--- config.mk ---
export PLATFORM = sky130hd
export DESIGN_NAME = prb_burst_reader
export DESIGN_NICKNAME = d
export VERILOG_FILES = /design/src/rtl/prb_pkg.sv /design/src/rtl/prb_timer.sv /design/src/rtl/prb_budget.sv /design/src/rtl/prb_step.sv /design/src/rtl/prb_burst_reader.sv
export SDC_FILE = /design/constraint.sdc
export NUM_CORES = 1
export LEC_CHECK = 0
export BUFFER_PORTS_ARGS = -buffer_cell sky130_fd_sc_hd__buf_2
export CAP_MARGIN = 10
export CORE_MARGIN = 2
export CORE_UTILIZATION = 55
export CTS_BUF_LIST = sky130_fd_sc_hd__clkbuf_4 sky130_fd_sc_hd__clkbuf_8 sky130_fd_sc_hd__clkbuf_16
export DETAILED_ROUTE_END_ITERATION = 10
export PLACE_DENSITY = 0.77
export SLEW_MARGIN = 40
export SYNTH_ARGS = -nofsm -noshare
export SYNTH_HDL_FRONTEND = slang
export SYNTH_SLANG_ARGS = --single-unit
export TNS_END_PERCENT = 5
--- constraint.sdc ---
create_clock -name clk -period 3.9 [get_ports clk]
set_input_delay 0.78 -clock clk [delete_from_list [all_inputs] [get_ports clk]]
set_output_delay 0.78 -clock clk [all_outputs]
set_load 0.05 [all_outputs]
--- src/rtl/prb_pkg.sv ---
package prb_pkg;
    typedef enum logic [1:0] {
        ST_IDLE   = 2'd0,
        ST_ACCESS = 2'd1,
        ST_GAP    = 2'd2
    } prb_state_e;
endpackage

--- src/rtl/prb_timer.sv ---
// Down-counter that marks the last cycle of an access or recovery window.
module prb_timer #(
    parameter int W = 6
) (
    input  logic         clk,
    input  logic         rst_n,
    input  logic         load,
    input  logic [W-1:0] load_val,
    output logic         done
);
    logic [W-1:0] cnt_d, cnt_q;

    always_comb begin
        if (load)
            cnt_d = load_val;
        else if (cnt_q != '0)
            cnt_d = cnt_q - W'(1);
        else
            cnt_d = cnt_q;
    end

    always_ff @(posedge clk) begin
        if (!rst_n) cnt_q <= '0;
        else        cnt_q <= cnt_d;
    end

    assign done = (cnt_q == '0);
endmodule

--- src/rtl/prb_budget.sv ---
// Tracks enable-low cycles and flags when the next access would overrun the ceiling.
module prb_budget #(
    parameter int MAX_ACT_CYC = 2500,
    parameter int NEED_W      = 6,
    localparam int BW         = $clog2(MAX_ACT_CYC + (1 << NEED_W) + 2) + 1
) (
    input  logic              clk,
    input  logic              rst_n,
    input  logic              ce_n,
    input  logic [NEED_W-1:0] need,
    output logic              over
);
    logic [BW-1:0] cnt_d, cnt_q;

    always_comb begin
        if (ce_n)
            cnt_d = '0;
        else if (cnt_q != {BW{1'b1}})
            cnt_d = cnt_q + BW'(1);
        else
            cnt_d = cnt_q;
    end

    always_ff @(posedge clk) begin
        if (!rst_n) cnt_q <= '0;
        else        cnt_q <= cnt_d;
    end

    // cycles already spent = cnt_q + 1 at the closing edge of an access
    assign over = (cnt_q + BW'(need) + BW'(1)) > BW'(MAX_ACT_CYC);
endmodule

--- src/rtl/prb_step.sv ---
// Next word address and end-of-page detection.
module prb_step #(
    parameter int ADDR_W    = 21,
    parameter int PAGE_BITS = 4
) (
    input  logic [ADDR_W-1:0] addr,
    output logic [ADDR_W-1:0] addr_next,
    output logic              page_end
);
    assign addr_next = addr + ADDR_W'(1);
    assign page_end  = &addr[PAGE_BITS-1:0];
endmodule

--- src/rtl/prb_burst_reader.sv ---
module prb_burst_reader
    import prb_pkg::*;
#(
    parameter int ADDR_W      = 21,
    parameter int DATA_W      = 16,
    parameter int PAGE_BITS   = 4,
    parameter int FIRST_CYC   = 18,
    parameter int PAGE_CYC    = 5,
    parameter int CEH_CYC     = 3,
    parameter int MAX_ACT_CYC = 2500
) (
    input  logic                 clk,
    input  logic                 rst_n,
    input  logic                 req_valid,
    output logic                 req_ready,
    input  logic [ADDR_W-1:0]    req_addr,
    input  logic [PAGE_BITS-1:0] req_len_m1,
    output logic [ADDR_W-1:0]    mem_addr,
    output logic                 mem_ce_n,
    output logic                 mem_oe_n,
    input  logic [DATA_W-1:0]    mem_dq,
    output logic                 out_valid,
    output logic [DATA_W-1:0]    out_data,
    output logic                 out_last
);
    localparam int LEN_W = PAGE_BITS + 1;
    localparam int TMR_W = $clog2(FIRST_CYC + PAGE_CYC + CEH_CYC + 1);

    typedef struct packed {
        prb_state_e        st;
        logic [ADDR_W-1:0] addr;
        logic [LEN_W-1:0]  left;
        logic              ce_n;
        logic              resume;
        logic              vld;
        logic [DATA_W-1:0] data;
        logic              last;
    } regs_t;

    regs_t r_d, r_q;

    logic              tmr_load;
    logic [TMR_W-1:0]  tmr_val;
    logic              tmr_done;
    logic [TMR_W-1:0]  need;
    logic              over;
    logic [ADDR_W-1:0] addr_next;
    logic              page_end;

    prb_timer #(.W(TMR_W)) u_timer (
        .clk      (clk),
        .rst_n    (rst_n),
        .load     (tmr_load),
        .load_val (tmr_val),
        .done     (tmr_done)
    );

    prb_budget #(.MAX_ACT_CYC(MAX_ACT_CYC), .NEED_W(TMR_W)) u_budget (
        .clk   (clk),
        .rst_n (rst_n),
        .ce_n  (r_q.ce_n),
        .need  (need),
        .over  (over)
    );

    prb_step #(.ADDR_W(ADDR_W), .PAGE_BITS(PAGE_BITS)) u_step (
        .addr      (r_q.addr),
        .addr_next (addr_next),
        .page_end  (page_end)
    );

    // next access after the current word: full latency at a page crossing
    assign need = page_end ? TMR_W'(FIRST_CYC) : TMR_W'(PAGE_CYC);

    always_comb begin
        r_d      = r_q;
        r_d.vld  = 1'b0;
        r_d.last = 1'b0;
        tmr_load = 1'b0;
        tmr_val  = '0;
        unique case (r_q.st)
            ST_IDLE: begin
                if (req_valid) begin
                    r_d.st   = ST_ACCESS;
                    r_d.addr = req_addr;
                    r_d.left = LEN_W'(req_len_m1) + LEN_W'(1);
                    r_d.ce_n = 1'b0;
                    tmr_load = 1'b1;
                    tmr_val  = TMR_W'(FIRST_CYC - 1);
                end
            end
            ST_ACCESS: begin
                if (tmr_done) begin
                    r_d.vld  = 1'b1;
                    r_d.data = mem_dq;
                    r_d.left = r_q.left - LEN_W'(1);
                    tmr_load = 1'b1;
                    if (r_q.left == LEN_W'(1)) begin
                        r_d.last   = 1'b1;
                        r_d.st     = ST_GAP;
                        r_d.resume = 1'b0;
                        r_d.ce_n   = 1'b1;
                        tmr_val    = TMR_W'(CEH_CYC - 1);
                    end else begin
                        r_d.addr = addr_next;
                        if (over) begin
                            r_d.st     = ST_GAP;
                            r_d.resume = 1'b1;
                            r_d.ce_n   = 1'b1;
                            tmr_val    = TMR_W'(CEH_CYC - 1);
                        end else begin
                            tmr_val = need - TMR_W'(1);
                        end
                    end
                end
            end
            ST_GAP: begin
                if (tmr_done) begin
                    if (r_q.resume) begin
                        r_d.st   = ST_ACCESS;
                        r_d.ce_n = 1'b0;
                        tmr_load = 1'b1;
                        tmr_val  = TMR_W'(FIRST_CYC - 1);
                    end else begin
                        r_d.st = ST_IDLE;
                    end
                end
            end
            default: r_d.st = ST_IDLE;
        endcase
    end

    always_ff @(posedge clk) begin
        if (!rst_n) begin
            r_q.st     <= ST_IDLE;
            r_q.addr   <= '0;
            r_q.left   <= '0;
            r_q.ce_n   <= 1'b1;
            r_q.resume <= 1'b0;
            r_q.vld    <= 1'b0;
            r_q.data   <= '0;
            r_q.last   <= 1'b0;
        end else begin
            r_q <= r_d;
        end
    end

    assign req_ready = (r_q.st == ST_IDLE);
    assign mem_addr  = r_q.addr;
    assign mem_ce_n  = r_q.ce_n;
    assign mem_oe_n  = r_q.ce_n;
    assign out_valid = r_q.vld;
    assign out_data  = r_q.data;
    assign out_last  = r_q.last;
endmodule

==> flow_metrics.env <==
export IMPL_die_w_um=88.9
export IMPL_fp_dieArea_sq_mm=0.00791
export IMPL_crit_chain="ha_1 > and3_4 > inv_2 > ha_1 > o21ai_0 > a211o_1 > a21oi_1 > mux2i_1 > nor2_1 > a211o_1 > a221oi_2"
export IMPL_design_core_area_sq_mm=0.00687
export IMPL_vias=3787
export IMPL_tns_ns=0
export IMPL_ys_seq_area_share_pct=33.3
export IMPL_postSynth_asyncResetShare_pct=0
export IMPL_cts_num_sinks=66
export IMPL_required_ns=4.17
export IMPL_hold_violations=0
export IMPL_fin_skew_ns=0.0131
export IMPL_layout_commonest_cell="buf_2"
export IMPL_ys_warn_count=0
export IMPL_htree_num_levels=3
export IMPL_grt_overflow_total=0
export IMPL_end_kind="register"
export IMPL_nNetsFinal=601
export IMPL_ys_flop_type="dfxtp_1"
export IMPL_num_rows=30
export IMPL_setup_viol=0
export IMPL_synthToLayoutAreaGrowth_pct=10.2
export IMPL_synth_seq_cells=66
export IMPL_start_util_pct=57.8
export IMPL_synthCells=512
export IMPL_viasPerCell=5.83
export IMPL_wl_per_cell_um=14.5
export IMPL_ys_types=62
export IMPL_hold_ws_ns=0.450
export IMPL_fmax_ghz=0.287
export IMPL_drt_iter0_markers=216
export IMPL_synthesis_nets=564
export IMPL_synth_top_cell_by_area="dfxtp_1"
export IMPL_yosys_area_top_type_share_pct=33.3
export IMPL_fin_crit_sh_pct=89.4
export IMPL_slew_limit_headroom_pct=47.9
export IMPL_peakVddDrop_mv=0.231
export IMPL_io_pins=86
export IMPL_antenna_found_initial=0
export IMPL_n_antenna_cell=0
export IMPL_cts_tree="done"
export IMPL_clk_pin_slew_worst_paths_ns=0.08
export IMPL_dr_pass1_iters=5
export IMPL_hold_buffers=0
export IMPL_synth_area_per_cell_sq_um=7.75
export IMPL_grt_setup_unrepaired="no"
export IMPL_grt_pass1_vias=3327
export IMPL_cts_setup_buffers=0
export IMPL_drive_gt1_share_pct=21.3
export IMPL_dp_final_hpwl_um=6540
export IMPL_clock_path_buffers=2
export IMPL_p_leak_nw=1.76
export IMPL_cts_buffers=9
export IMPL_max_stage_delay_ns=0.54
export IMPL_status="finished clean"
export IMPL_antenna_left=0
export IMPL_setup_slack_ns=0.412
export IMPL_die_h_um=88.9
export IMPL_grt_max_degree=38
export IMPL_wl_um=9460
export IMPL_worst_slew_pin_slew_ns=0.780
export IMPL_hold_path_class="register to register"
export IMPL_clk_latency_ns=0.35
export IMPL_crit_type="register to register"
export IMPL_slew_viol_final=0
export IMPL_synth_edf_count=0
export IMPL_pre_cts_ws_ns=0.483
export IMPL_grt_pass1_wl_um=15400
export IMPL_min_period_ns=3.49
export IMPL_crit_fanout=12
export IMPL_cts_root_buf="clkbuf_8"
export IMPL_power_density_mw_per_mm2=518
export IMPL_total_power_mw=2.27
export IMPL_cap_viol_max_count=0
export IMPL_drc=0
export IMPL_track_usage_pct=24.6
export IMPL_port_buffer_count=85
export IMPL_netlist_area_sq_mm=0.00397
export IMPL_arrival_ns=3.76
export IMPL_gp_congestion=0.954
export IMPL_worst_path_max_delay_cell="mux2i_1"
export IMPL_cp_start_kind="register"
export IMPL_post_cts_resized=0
export IMPL_final_cell_mix="buf_2 (85), dfxtp_1 (66), nand2_1 (64)"
export IMPL_synth_top_cells_by_area="dfxtp_1 (33%), buf_4 (7.2%), a21oi_1 (6.4%)"
power by group:
part           leakage (nW)  total [mW]  switching, mW  internal, mW
logic                  1.12       0.767          0.529         0.238
registers             0.538       0.845         0.0885         0.757
clock network         0.106       0.654          0.291         0.364
metrics by stage:
step	util (%)	instance area [sq um]	std cells
finish	63.7	4370	650
CTS	63.7	4370	650
global placement	60.4	4150	634
floorplan	-	3970	512
detailed placement	60.4	4150	634
global route	63.7	4370	650
worst max-delay path: cells and delay by family (launching register included):
family	cells	cell delay [ns]
fa+ha+maj	2	0.69
buf+inv	1	0.10
flops	1	0.42
simple gates	2	0.46
compound gates	5	1.18
mux	1	0.54
worst paths after layout:
check | start | to | slack, ns | cells past startpoint
max | mem_addr[0] | r_q[18] | 0.41 | 11
max reg2reg | mem_addr[0] | r_q[18] | 0.41 | 11
min reg2reg | out_data[13] | out_data[13] | 0.45 | 2
min | out_data[13] | out_data[13] | 0.45 | 2
state kept, by name (all words and copies together) (netlist names):
| register | count |
|---|---|
| out_valid | 1 |
| mem_ce_n | 1 |
| u_timer.cnt_q | 5 |
| u_budget.cnt_q | 13 |
| mem_addr | 21 |
| r_q | 8 |
| out_last | 1 |
| out_data | 16 |
synthesized netlist by cell type (5+ instances only):
cell and number:
ha_1 8, clkbuf_1 17, nand4_1 11, nor2_1 57, a221oi_1 5, a31oi_1 7, a22oi_1 8, inv_1 13
nand2b_1 5, dfxtp_1 66, and3_1 6, buf_4 38, xor2_1 6, and4_1 6, nor3_1 10, nand3_1 19
a21oi_1 51, xnor2_1 16, o21ai_0 28, nand2_1 64, buf_2 6
final cells by class:
class | instances | area, sq um
Fill cell | 622 | 2490
Inverter | 15 | 56.3
Clock inverter | 7 | 101
Multi-Input combinational cell | 368 | 2200
Sequential cell | 66 | 1320
Clock buffer | 9 | 124
Timing Repair Buffer | 89 | 455
Tap cell | 96 | 120
cell families (layout without fill, tap and decap cells):
logic type               after synthesis  count (layout)  share of synthesized area [%]
adder cells (fa/ha/maj)                8               8                           2.52
XOR/XNOR                              23              23                           5.27
multiplexers                           3               3                          0.757
AO/OA/AOI/OAI                        145             145                           24.6
buffers and inverters                 78             120                           11.4
AND/OR/NAND/NOR                      189             189                           22.2
flip-flops                            66              66                           33.3
layer usage:
layer	track usage, %	share of wire, %
met1	32.6	44
met2	40.1	48
met3	5.08	5.9
met4	8.28	1.2
met5	0	0
Power figures use the tool's default switching activity.
